**config.mk**
```make
export PLATFORM = sky130hd
export DESIGN_NAME = spi_edge_master
export DESIGN_NICKNAME = d
export VERILOG_FILES = /design/src/rtl/spi_em_pkg.sv /design/src/rtl/spi_em_tick.sv /design/src/rtl/spi_em_shift.sv /design/src/rtl/spi_edge_master.sv
export SDC_FILE = /design/constraint.sdc
export NUM_CORES = 1
export LEC_CHECK = 0
export ABC_AREA = 0
export BUFFER_PORTS_ARGS = -buffer_cell sky130_fd_sc_hd__buf_2
export CAP_MARGIN = 20
export CORE_ASPECT_RATIO = 1.4
export CORE_MARGIN = 3
export CORE_UTILIZATION = 45
export DETAILED_ROUTE_END_ITERATION = 8
export HOLD_SLACK_MARGIN = 0.15
export PLACE_DENSITY = 0.65
export SETUP_SLACK_MARGIN = 0.02
export SLEW_MARGIN = 25
export SYNTH_ARGS = -nofsm -noshare
export SYNTH_HDL_FRONTEND = slang
export SYNTH_SLANG_ARGS = --single-unit
```
**constraint.sdc**
```tcl
create_clock -name clk -period 5.26 [get_ports clk]
set_input_delay 0.526 -clock clk [delete_from_list [all_inputs] [get_ports clk]]
set_output_delay 0.526 -clock clk [all_outputs]
set_load 0.01 [all_outputs]
```
**src/rtl/spi_em_pkg.sv**
```systemverilog
package spi_em_pkg;
  typedef enum logic [1:0] {
    ST_IDLE,
    ST_LEAD,
    ST_RUN,
    ST_TRAIL
  } st_e;

  typedef struct packed {
    logic cpol;
    logic mosi_rise;
    logic miso_rise;
  } edge_cfg_t;
endpackage

```
**src/rtl/spi_em_tick.sv**
```systemverilog
module spi_em_tick #(
  parameter int DIV_W = 8
) (
  input  logic             clk,
  input  logic             rst_n,
  input  logic             run,
  input  logic [DIV_W-1:0] half,
  output logic             tick
);
  logic [DIV_W-1:0] cnt_q;
  logic [DIV_W-1:0] cnt_n;
  logic             at_end;

  assign at_end = (cnt_q == half - DIV_W'(1));
  assign tick   = run && at_end;

  always_comb begin
    cnt_n = cnt_q;
    if (!run || at_end) cnt_n = '0;
    else                cnt_n = cnt_q + DIV_W'(1);
  end

  always_ff @(posedge clk or negedge rst_n) begin
    if (!rst_n) cnt_q <= '0;
    else        cnt_q <= cnt_n;
  end

  // the half-period counter never passes the programmed length
  a_r7_cnt_range: assert property (@(posedge clk) disable iff (!rst_n)
    run |-> (cnt_q < half));
endmodule

```
**src/rtl/spi_em_shift.sv**
```systemverilog
module spi_em_shift #(
  parameter int DW = 16
) (
  input  logic          clk,
  input  logic          rst_n,
  input  logic          load,
  input  logic [DW-1:0] tx_word,
  input  logic          edge_en,
  input  logic          edge_rise,
  input  logic          mosi_rise,
  input  logic          miso_rise,
  input  logic          miso,
  output logic          mosi,
  output logic [DW-1:0] rx_data
);
  logic [DW-1:0] tx_q, tx_n;
  logic [DW-1:0] rx_q, rx_n;
  logic          seen_q, seen_n;
  logic          mosi_q, mosi_n;
  logic          is_cap, is_launch;

  assign is_cap    = edge_en && (edge_rise == miso_rise);
  assign is_launch = edge_en && (edge_rise == mosi_rise);

  always_comb begin
    tx_n   = tx_q;
    rx_n   = rx_q;
    seen_n = seen_q;
    mosi_n = mosi_q;
    if (load) begin
      mosi_n = tx_word[DW-1];
      tx_n   = {tx_word[DW-2:0], 1'b0};
      seen_n = 1'b0;
    end else if (edge_en) begin
      // capture uses the pre-edge MISO; MOSI moves in the same step
      if (is_cap) rx_n = {rx_q[DW-2:0], miso};
      if (is_launch) begin
        if (seen_q) begin
          mosi_n = tx_q[DW-1];
          tx_n   = {tx_q[DW-2:0], 1'b0};
          seen_n = 1'b0;
        end
      end else begin
        seen_n = 1'b1;
      end
    end
  end

  always_ff @(posedge clk or negedge rst_n) begin
    if (!rst_n) begin
      tx_q   <= '0;
      rx_q   <= '0;
      seen_q <= 1'b0;
      mosi_q <= 1'b0;
    end else begin
      tx_q   <= tx_n;
      rx_q   <= rx_n;
      seen_q <= seen_n;
      mosi_q <= mosi_n;
    end
  end

  assign mosi    = mosi_q;
  assign rx_data = rx_q;

  // MOSI holds across an edge that is not the launch edge
  a_r3_mosi_quiet: assert property (@(posedge clk) disable iff (!rst_n)
    (edge_en && !load && (edge_rise != mosi_rise)) |=> $stable(mosi_q));
  // a capture edge stores the MISO level seen at that edge
  a_r5_capture: assert property (@(posedge clk) disable iff (!rst_n)
    (is_cap && !load) |=> (rx_q[0] == $past(miso)));
endmodule

```
**src/rtl/spi_edge_master.sv**
```systemverilog
module spi_edge_master #(
  parameter int DATA_W = 16,
  parameter int DIV_W  = 8
) (
  input  logic              clk,
  input  logic              rst_n,
  input  logic              start,
  input  logic [DATA_W-1:0] tx_word,
  input  logic              cfg_cpol,
  input  logic              cfg_mosi_rise,
  input  logic              cfg_miso_rise,
  input  logic [DIV_W-1:0]  div_half,
  output logic              busy,
  output logic              done,
  output logic [DATA_W-1:0] rx_word,
  output logic              sclk,
  output logic              cs_n,
  output logic              mosi,
  input  logic              miso
);
  import spi_em_pkg::*;

  localparam int EDGES  = 2 * DATA_W;
  localparam int EDGE_W = $clog2(EDGES + 1);
  localparam logic [EDGE_W-1:0] LAST_EDGE = EDGE_W'(EDGES - 1);

  logic rs1_q, rst_q;

  always_ff @(posedge clk or negedge rst_n) begin
    if (!rst_n) begin
      rs1_q <= 1'b0;
      rst_q <= 1'b0;
    end else begin
      rs1_q <= 1'b1;
      rst_q <= rs1_q;
    end
  end

  st_e               st_q, st_n;
  edge_cfg_t         cfg_q, cfg_n;
  logic [DIV_W-1:0]  half_q, half_n;
  logic              sclk_q, sclk_n;
  logic              cs_q, cs_n_nx;
  logic              done_q, done_n;
  logic [DATA_W-1:0] rx_q, rx_n;
  logic [EDGE_W-1:0] ecnt_q, ecnt_n;
  logic              load, edge_en, tick;
  logic [DATA_W-1:0] rx_data;

  spi_em_tick #(.DIV_W(DIV_W)) u_tick (
    .clk   (clk),
    .rst_n (rst_q),
    .run   (st_q != ST_IDLE),
    .half  (half_q),
    .tick  (tick)
  );

  spi_em_shift #(.DW(DATA_W)) u_shift (
    .clk       (clk),
    .rst_n     (rst_q),
    .load      (load),
    .tx_word   (tx_word),
    .edge_en   (edge_en),
    .edge_rise (~sclk_q),
    .mosi_rise (cfg_q.mosi_rise),
    .miso_rise (cfg_q.miso_rise),
    .miso      (miso),
    .mosi      (mosi),
    .rx_data   (rx_data)
  );

  always_comb begin
    st_n    = st_q;
    cfg_n   = cfg_q;
    half_n  = half_q;
    sclk_n  = sclk_q;
    cs_n_nx = cs_q;
    done_n  = 1'b0;
    rx_n    = rx_q;
    ecnt_n  = ecnt_q;
    load    = 1'b0;
    edge_en = 1'b0;
    unique case (st_q)
      ST_IDLE: if (start) begin
        st_n    = ST_LEAD;
        cfg_n   = '{cpol: cfg_cpol, mosi_rise: cfg_mosi_rise, miso_rise: cfg_miso_rise};
        half_n  = (div_half == '0) ? DIV_W'(1) : div_half;
        sclk_n  = cfg_cpol;
        cs_n_nx = 1'b0;
        ecnt_n  = '0;
        load    = 1'b1;
      end
      ST_LEAD: if (tick) begin
        st_n    = ST_RUN;
        sclk_n  = ~sclk_q;
        edge_en = 1'b1;
        ecnt_n  = ecnt_q + EDGE_W'(1);
      end
      ST_RUN: if (tick) begin
        sclk_n  = ~sclk_q;
        edge_en = 1'b1;
        ecnt_n  = ecnt_q + EDGE_W'(1);
        if (ecnt_q == LAST_EDGE) st_n = ST_TRAIL;
      end
      ST_TRAIL: if (tick) begin
        st_n    = ST_IDLE;
        cs_n_nx = 1'b1;
        done_n  = 1'b1;
        rx_n    = rx_data;
      end
      default: st_n = ST_IDLE;
    endcase
  end

  always_ff @(posedge clk or negedge rst_q) begin
    if (!rst_q) begin
      st_q   <= ST_IDLE;
      cfg_q  <= '0;
      half_q <= DIV_W'(1);
      sclk_q <= 1'b0;
      cs_q   <= 1'b1;
      done_q <= 1'b0;
      rx_q   <= '0;
      ecnt_q <= '0;
    end else begin
      st_q   <= st_n;
      cfg_q  <= cfg_n;
      half_q <= half_n;
      sclk_q <= sclk_n;
      cs_q   <= cs_n_nx;
      done_q <= done_n;
      rx_q   <= rx_n;
      ecnt_q <= ecnt_n;
    end
  end

  assign busy    = (st_q != ST_IDLE);
  assign done    = done_q;
  assign rx_word = rx_q;
  assign sclk    = sclk_q;
  assign cs_n    = cs_q;

  // completion pulse lasts one cycle
  a_r9_done_pulse: assert property (@(posedge clk) disable iff (!rst_q)
    done |=> !done);
  // completion coincides with chip select release
  a_r9_done_cs: assert property (@(posedge clk) disable iff (!rst_q)
    done |-> $rose(cs_n));
  // no SCLK movement between frames
  a_r2_idle_sclk: assert property (@(posedge clk) disable iff (!rst_q)
    (cs_n && $past(cs_n)) |-> $stable(sclk));
  // SCLK is back at the idle level when the frame closes
  a_r2_end_level: assert property (@(posedge clk) disable iff (!rst_q)
    done |-> (sclk == cfg_q.cpol));
  // latched settings hold for the whole frame
  a_r10_cfg_hold: assert property (@(posedge clk) disable iff (!rst_q)
    (busy && $past(busy)) |-> ($stable(cfg_q) && $stable(half_q)));
  // SCLK transitions only inside an asserted chip select
  a_r8_edges_inside: assert property (@(posedge clk) disable iff (!rst_q)
    (!$stable(sclk) && !$fell(cs_n)) |-> (!cs_n && $past(!cs_n)));
endmodule

```
[After elaboration in Yosys (flattened, before gate mapping)]
Index checks and enable logic that the tools add are counted.
Storage, ports and cells
  register bits after elaboration: 81
  bits of input ports: 31
  output and inout port bits: 21
  logic and storage cells: 88
Operators by class
  add/subtract/negate cells: 3
  equal/unequal tests: 13
  multiplexer cells: 33
  bitwise operators: 2
  reductions and logical operators: 21
Operators with widths (count)
  16-bit two-way mux: 4
  1-bit two-way mux: 16
  8-bit two-way mux: 2
  6-bit two-way mux: 2
  6-bit one-hot mux with 2 select lines: 1
  3-bit AND reduction: 4
  2-bit nonzero test: 6
  2-bit two-way mux: 5
  2-bit != test (second input constant): 5
  8-bit by 1-bit adder with 8-bit output (second input constant): 1
  8-bit equality test: 1
  8-bit zero test: 1
  2-bit one-hot mux with 4 select lines: 1
  8-bit by 1-bit subtractor with 8-bit output (second input constant): 1
  6-bit by 1-bit adder with 6-bit output (second input constant): 1
  6-bit by 5-bit equality test with 1-bit output (second input constant): 1
  5-bit AND reduction: 1
  2-bit equality test (second input constant): 2
  1-bit one-hot mux with 2 select lines: 2
  2-bit AND reduction: 2
  1-bit logical AND: 3
  1-bit equality test: 2
  2-bit by 1-bit equality test with 1-bit output (second input constant): 1
  2-bit zero test: 1
  other kinds (5): 6

[Longest topological paths before layout]
Gate-level depths: netlist of run 1.
  word-level depth: 9
  gate-level depth with buffers: 9
  depth with buffers taken out: 8

[Hierarchy]
From an unflattened synthesis of run 1, not the netlist that was laid out.
Unflattened totals
  cell total of the unflattened synthesis: 355
  area total of the unflattened synthesis: 4051.4 µm²
By module, submodules not included
  spi_edge_master: instances 1, cells each 132, area an instance 1706.6 µm², seq. area each 978.4 µm²
  spi_em_shift: instances 1, cells each 146, area an instance 1642.8 µm², seq. area each 825.8 µm²
  spi_em_tick: instances 1, cells each 77, area an instance 701.9 µm², seq. area each 200.2 µm²

[Least setup slack after synthesis of run 1]
No wires, ideal clock.
  kind: register to register
  start point: reg half_q[2]
  end point: reg u_shift.tx_q[10]
  library setup time: 137 ps
  arrival: 2347 ps
  required time: 5123 ps
  setup slack: 2776 ps
  stages on the path, launching flop included: 8
  path buffers: 1
  clock period less this slack: 2484 ps
  cell sequence: dfrtp_1 -> or4_4 -> nor3_2 -> o2111ai_2 -> nor4_4 -> buf_6 -> mux2i_1 -> a21oi_1
Between the ends
  longest elaborated chain between the ends: 8
  elaborated cells between the ends (all ways): 9
  those cells by class: 1 x add/sub; 1 x eq/ne; 2 x mux; 5 x reduce/logical
RTL lines
  start, declared: RTL line spi_edge_master.sv:41  | logic [DIV_W-1:0] half_q, half_n;
  start signal, assigned: RTL line spi_edge_master.sv:128  | half_q <= half_n;
  8-bit by 1-bit subtractor with 8-bit output (*): RTL line spi_em_tick.sv:14  | assign at_end = (cnt_q == half - DIV_W'(1));
  8-bit equality test (*): RTL line spi_em_tick.sv:14
  1-bit logical AND (*): RTL line spi_em_tick.sv:15  | assign tick = run && at_end;
  1-bit two-way mux (*): RTL line spi_edge_master.sv:93, spi_edge_master.sv:99
  1-bit two-way mux (*)
  1-bit logical AND: RTL line spi_em_shift.sv:23  | assign is_launch = edge_en && (edge_rise == mosi_rise);
  2-bit nonzero test (no line)
  3-bit AND reduction (no line) (*)
  end signal, assigned: RTL line spi_em_shift.sv:56  | tx_q <= tx_n;
  end, declared: RTL line spi_em_shift.sv:16  | logic [DW-1:0] tx_q, tx_n;
Every way passes the cells marked *; elsewhere a longest branch is shown, timed or not.
A chain may end at the register's enable or synchronous reset.

[Worst setup path after layout of run 1]
  start point: reg half_q[0]
  end point: reg u_shift.rx_q[15], in the netlist u_shift.rx_data[15]
Between the ends
  longest elaborated chain between the ends: 7
RTL lines
  8-bit by 1-bit subtractor with 8-bit output (*): RTL line spi_em_tick.sv:14
  8-bit equality test (*): RTL line spi_em_tick.sv:14
  1-bit logical AND (*): RTL line spi_em_tick.sv:15
  1-bit two-way mux (*): RTL line spi_edge_master.sv:93, spi_edge_master.sv:99
  1-bit two-way mux (*)
  1-bit logical AND: RTL line spi_em_shift.sv:22  | assign is_cap = edge_en && (edge_rise == miso_rise);
  3-bit AND reduction (no line) (*)
  end signal, assigned: RTL line spi_em_shift.sv:57  | rx_q <= rx_n;
  end, declared: RTL line spi_em_shift.sv:17  | logic [DW-1:0] rx_q, rx_n;
Marks and branches as above.

==> results.cfg, run 1 <==
[outcome]
status = finished clean

[drt]
routed_wl_mm = 6.71
routed_via_density = 5.08
drc = 0
antenna_left = 0
dr.pass1.iters = 4
routedWlPerCell_um = 14.5
num_vias = 2354
drt_iter0_markers = 110

[cts]
htreeDepth = 3
cts_tree = done
numCtsBuffers = 9
cts-resized-gates = 0
root_buffer = clkbuf_8
cts_sinks = 80
clock_latency_ns = 0.34
cts.clk_slew.worst_paths_ns = 0.08
clk_path_buf_depth = 2

[grt]
antenna_found_initial = 0
grt_pass1_vias = 2527
track_usage = 0.158
grt_pass1_wl_mm = 11.6
grt_overflow = 0
grt_max_degree = 79

[cells_and_area]
n_fill_cell = 736
antenna_cells = 0
nets = 397
stdcell_area_um2 = 4300
drive_gt1_frac = 0.347
final_cell_count_no_fill = 463
syn2layout_area_growth_pct = 16.0
fin_util = 0.545

[synth]
synth_area_leaders = dfrtp_1 53%, mux2_2 8.8%, mux2i_1 4.9%
syn_area_um2 = 3710
netlist_instances = 302
async_reset_ff_frac = 1.00
yosysWarningCount = 0
synth_edf_count = 0
yosysTopAreaCell = dfrtp_1
syn_area_per_cell_um2 = 12.3
ys_seq_area_frac = 0.541
syn-num-nets = 341
synthTopCellsByCount = 78 x dfrtp_1, 31 x nor2_1, 29 x mux2_2
synth_top_area_frac = 0.526
synth.most_common_cell = dfrtp_1
dominantRegCellSynth = dfrtp_1
yosysUniqueCellTypes = 44
ys_ff_latch = 80

[setup_path]
crit_start = half_q[0]
crit_arrival_ns = 3.48
worstPathCellList = inv_1 > ha_1 > xor2_1 > xnor2_1 > o2111ai_2 > nor4_4 > nand3_2 > mux2_4
setup.worst_path.end_class = flop
crit_fanout = 16
worstSetupPathType = flop to flop
cpPeakStageDelay_ns = 0.61
ff2ff_path_depth = 8
rr_startpoint = half_q[0]
regToRegSetupSlack_ns = 2.01
required_ns = 5.49
crit_buf_inv = 1
rr_endpoint = u_shift.rx_data[15]
crit_slowest_cell = nor4_4
critical_path.endpoint = u_shift.rx_data[15]
critPathLaunchType = flop
cp_num_cells = 8
path_delay_family = simple AND/OR/NAND/NOR gates

[sta]
setup_viol = 0
hold_violations = 0
grt_setup_unrepaired = no
slew_headroom = 0.502
whs_ns = 0.315
fin_setup_tns_ns = 0
clock.fmax_ghz = 0.307
worstMarginPinSlew_ns = 0.742
fin_crit_sh = 0.618
drv_slew = 0
finalClockSkew_ns = 0.00910
fin_crit_ns = 3.25

[power_and_ir_drop]
p_seq_frac = 0.550
comb_power_share = 0.021
max-vdd-ir-drop_mv = 0.166
p_sw_mw = 0.241
powerDensity_nw_per_um2 = 265
internal_power_mw = 0.899
switching_share = 0.212
p_clk_frac = 0.429
p_leak_nw = 2.21

[die]
fp-row-count = 38
coreArea_um2 = 7890
start_util = 0.470
die_w_um = 82.7
die_h_um = 113
die_area_um2 = 9380
io_pins = 52

[placed_design]
dp.cells = 445
dp_hpwl_mm = 4.66
gp_congestion = 0.853
place_area_um2 = 4050
io_buffers = 51

[flow_run]
maxCapViolCount = 0

[hold_path]
hp-class = flop to asynchronous set/reset pin
-- worst min-delay path by stage --
stage / to / slack (ns) / depth (start not counted)
global route: rst_q / 0.36 / 0
floorplan: rs1_q / 0.23 / 0
finish: half_q[5] / 0.31 / 0
global placement: rs1_q / 0.31 / 1
detailed placement: rs1_q / 0.31 / 1
CTS: rst_q / 0.36 / 0
-- per-layer routing --
| metal | global-route usage | wire length, um | vias to the layer above |
|---|---|---|---|
| met3 | 0.0466 | 344 | 11 |
| met1 | 0.204 | 2970 | 1134 |
| met4 | 0.0545 | 100 | 0 |
| met5 | 0 | 0 | - |
| met2 | 0.253 | 3300 | 52 |
| li1 | - | - | 1157 |
-- cell type report --
type                    instances  area (um2)  area share
clock inverters                 7        96.3      0.0224
well taps                     100         125      0.0291
flip-flops and latches         80        2010       0.467
clock buffers                   9         124      0.0288
multi-input cells             202        1610       0.374
inverters                      10        37.5     0.00873
repair buffers                 55         300      0.0698
-- worst register-to-register path, delay by kind of cell, from the launching register on --
| kind | cells | cell delay, ns |
|---|---|---|
| AND/OR/NAND/NOR | 2 | 1.21 |
| flip-flops | 1 | 0.58 |
| multiplexers | 1 | 0.47 |
| XOR/XNOR | 2 | 0.35 |
| adder cells (fa/ha/maj) | 1 | 0.23 |
| AO/OA/AOI/OAI | 1 | 0.23 |
| buffers and inverters | 1 | 0.07 |
-- cells by family after synthesis --
kind of cell / synth area share
compound gates: 0.0618
xor+xnor: 0.0472
fa+ha+maj: 0.0270
buf+inv: 0.0250
flops: 0.541
mux: 0.183
other cells: 0.00101
simple gates: 0.114
-- per-stage QoR --
step           power [mW]  setup WS [ns]
3_5_place_dp        0.662           2.00
6_report             1.14           2.01
5_1_grt              1.19           1.70
3_3_place_gp        0.662           2.07
2_1_floorplan       0.645           2.78
4_1_cts              1.16           1.98
-- repair_timing --
action	CTS	global route
hold buffers	1	0
hold endpoints to repair	2	0
setup buffers	0	0
-- power by group through the flow --
stage / Combinational [mW] / Clock (mW) / Sequential (mW)
finish: 0.0241 / 0.489 / 0.627
global route: 0.0275 / 0.536 / 0.629
CTS: 0.0172 / 0.508 / 0.633
detailed placement: 0.0166 / 0 / 0.645
global placement: 0.0163 / 0 / 0.645
floorplan: 0.00427 / 0 / 0.641
-- layout by cell type (no fill, tap or decap), types with 2 or more instances in the layout --
cell        synthesis  layout
clkinvlp_4          0       3
buf_4               0       2
a211oi_1            2       2
nor3_1              6       6
a31o_2              4       4
a21oi_1            22      22
inv_1              10      10
and2_1              3       3
ha_1                8       8
bufinv_16           0       2
clkbuf_8            0       9
nor4_4              2       2
nand4_1             5       5
dfstp_2             2       2
mux2_4             10      10
dfrtp_1            78      77
nand3_1             4       4
mux2_1              2       2
xor2_1              7       7
and3_1              4       4
nand2b_1            2       2
xnor2_1            13      13
o21a_1              3       3
mux2_2             29      29
o2bb2ai_1           2       2
nor2_1             31      31
buf_2               2      51
nand2_1             9       9
mux2i_1            18      18
-- registers in the layout, indices dropped and copies added, names as in the netlist --
name             cells
u_shift.tx_q        15
half_q               8
rs1_q                1
rx_word             16
u_shift.seen_q       1
ecnt_q               6
done                 1
cs_n                 1
rst_q                1
u_shift.mosi         1
u_shift.rx_data     16
st_q                 2
sclk                 1
cfg_q                2
u_tick.cnt_q         8
Note: power is estimated with default switching activity, not from simulation.
==> inputs of run 2 (changes only) <==
--- a/config.mk
+++ b/config.mk
@@ -5,7 +5,7 @@
 export SDC_FILE = /design/constraint.sdc
 export NUM_CORES = 1
 export LEC_CHECK = 0
-export ABC_AREA = 0
+export ABC_AREA = 1
 export BUFFER_PORTS_ARGS = -buffer_cell sky130_fd_sc_hd__buf_2
 export CAP_MARGIN = 20
 export CORE_ASPECT_RATIO = 1.4
@@ -13,7 +13,7 @@
 export CORE_UTILIZATION = 45
 export DETAILED_ROUTE_END_ITERATION = 8
 export HOLD_SLACK_MARGIN = 0.15
-export PLACE_DENSITY = 0.65
+export PLACE_DENSITY = 0.67
 export SETUP_SLACK_MARGIN = 0.02
 export SLEW_MARGIN = 25
 export SYNTH_ARGS = -nofsm -noshare
==> constraint.sdc (replaced) <==
create_clock -name clk -period 2.68 [get_ports clk]
set_input_delay 0.268 -clock clk [delete_from_list [all_inputs] [get_ports clk]]
set_output_delay 0.268 -clock clk [all_outputs]
set_load 0.01 [all_outputs]
==> run 2 against run 1 <==
Final area is 12% higher. Power grew to 4.0 times the previous value. Cell count rose by 42%. Fmax increased by 38%. Clock power rose to 2.5 times the previous value.
==> results.cfg, run 2 <==
[setup_path]
regToRegSetupSlack_ns = 0.32
crit_arrival_ns = 2.57
rr_startpoint = half_q[0]
rr_endpoint = u_shift.rx_data[0]
critical_path.endpoint = u_shift.rx_data[0]
setup.worst_path.end_class = flop
required_ns = 2.89
crit_start = half_q[0]
worstSetupPathType = flop to flop
ff2ff_path_depth = 12
critPathLaunchType = flop
crit_fanout = 32

[grt]
grt_pass1_vias = 3283
antenna_found_initial = 0
grt_pass1_wl_mm = 14.5
track_usage = 0.175
grt_max_degree = 79
grt_overflow = 0

[flow_run]
maxCapViolCount = 0

[synth]
syn_area_per_cell_um2 = 8.35
synth_edf_count = 0
synth.area.mux_share = 0
yosysWarningCount = 0
synth_area_leaders = dfrtp_1 47%, nand2_1 16%, o21ai_2 4.6%
synthTopCellsByCount = 176 x nand2_1, 78 x dfrtp_1, 46 x inv_1
yosysTopAreaCell = dfrtp_1
synth_top_area_frac = 0.469
synth_compound_area_frac = 0.0870
syn_area_um2 = 4160
netlist_instances = 498
syn-num-nets = 537
synth_top_family_by_area = simple AND/OR/NAND/NOR gates
async_reset_ff_frac = 1.00
yosysUniqueCellTypes = 35
ys_ff_latch = 80
synth.most_common_cell = nand2_1
synthSimpleGateAreaFrac = 0.308
synth_xor_area_frac = 0.0232
dominantRegCellSynth = dfrtp_1
ys_seq_area_frac = 0.482
yosys.area_share.adder = 0.0241

[sta]
whs_ns = 0.167
grt_setup_unrepaired = no
fin_crit_sh = 0.879
slew_headroom = 0.559
hold_violations = 0
worstMarginPinSlew_ns = 0.661
fin_crit_ns = 2.36
drv_slew = 0
clock.fmax_ghz = 0.425
fin_setup_tns_ns = 0
finalClockSkew_ns = 0.0106
setup_viol = 0
layout_setup_ws_ns = 0.324

[placed_design]
place_ws_ns = 0.360
gp_congestion = 0.863
io_buffers = 51
place_area_um2 = 4460
dp.cells = 639
dp_hpwl_mm = 5.82

[outcome]
status = finished clean

[power_and_ir_drop]
max-vdd-ir-drop_mv = 0.794
p_leak_nw = 2.52
powerDensity_nw_per_um2 = 948
power_mw = 4.57

[cts]
clock_latency_ns = 0.34
root_buffer = clkbuf_16
post_cts_buffers = 0
ctsHoldBuffers = 3
cts_tree = done
htreeDepth = 3
clk_path_buf_depth = 2
cts_sinks = 80
cts-resized-gates = 0
numCtsBuffers = 9
cts.clk_slew.worst_paths_ns = 0.06

[die]
die_h_um = 120
fp-row-count = 40
start_util = 0.472
die_w_um = 87.2
coreArea_um2 = 8810
die_area_um2 = 10400
io_pins = 52

[drt]
num_vias = 3313
dr.pass1.iters = 7
routed_via_density = 5.03
drc = 0
antenna_left = 0
drt_iter0_markers = 131
routedWlPerCell_um = 12.9
routed_wl_mm = 8.48

[cells_and_area]
final_cell_mix = 176 x nand2_1, 77 x dfrtp_1, 51 x buf_2, 46 x inv_1, 38 x nand3_1
drive_gt1_frac = 0.244
layout_commonest_cell = nand2_1
fin_util = 0.547
antenna_cells = 0
final_cell_count_no_fill = 659
stdcell_area_um2 = 4810
syn2layout_area_growth_pct = 15.8
nets = 588

[hold_path]
hp-class = primary input to flop
==> run 2: logic make-up (layout without fill, tap and decap cells) <==
group	after synthesis	after routing
AO/OA/AOI/OAI	54	54
XOR/XNOR	11	11
adder cells (fa/ha/maj)	8	8
buffers and inverters	70	126
flip-flops	80	80
other	1	1
AND/OR/NAND/NOR	274	274
==> run 2: worst min path at each step <==
stage / slack (ns) / depth (start not counted) / to / start
after CTS: 0.15 / 3 / half_q[7] / div_half[7]
after detailed placement: 0.05 / 1 / rs1_q / rst_n
after global routing: 0.16 / 3 / half_q[7] / div_half[7]
final: 0.17 / 3 / half_q[7] / div_half[7]
after floorplan: -0.03 / 0 / rs1_q / rst_n
after global placement: 0.05 / 1 / rs1_q / rst_n
==> run 2: critical path, cell delays in order, from the launching register on <==
cell and delay (ns):
dfstp_2 0.56, inv_2 0.08, ha_1 0.27, nand2_1 0.11, nand3_1 0.08, nand2_1 0.10
nand3_1 0.10, nor2_2 0.14, nand3_4 0.14, nor2_8 0.15, nand2_4 0.24, nor2_1 0.21
a21oi_2 0.04
==> run 2: cell type report <==
type | instances | area, um2
flip-flops and latches | 80 | 2010
clock buffers | 9 | 225
repair buffers | 58 | 335
inverters | 52 | 195
clock inverters | 7 | 76.3
fillers | 807 | 3990
well taps | 105 | 131
multi-input cells | 348 | 1840
==> run 2: power breakdown <==
part           switching (mW)  internal (mW)
Sequential              0.241           1.44
Clock                   0.502          0.729
Combinational            1.11          0.546
Total                    1.85           2.71
==> run 2: metal layers <==
layer | share of wire | vias up | track usage
met2 | 0.48 | 72 | 0.283
met3 | 0.046 | 15 | 0.0426
met5 | 0 | - | 0
met1 | 0.45 | 1553 | 0.214
li1 | - | 1673 | -
met4 | 0.025 | 0 | 0.0873
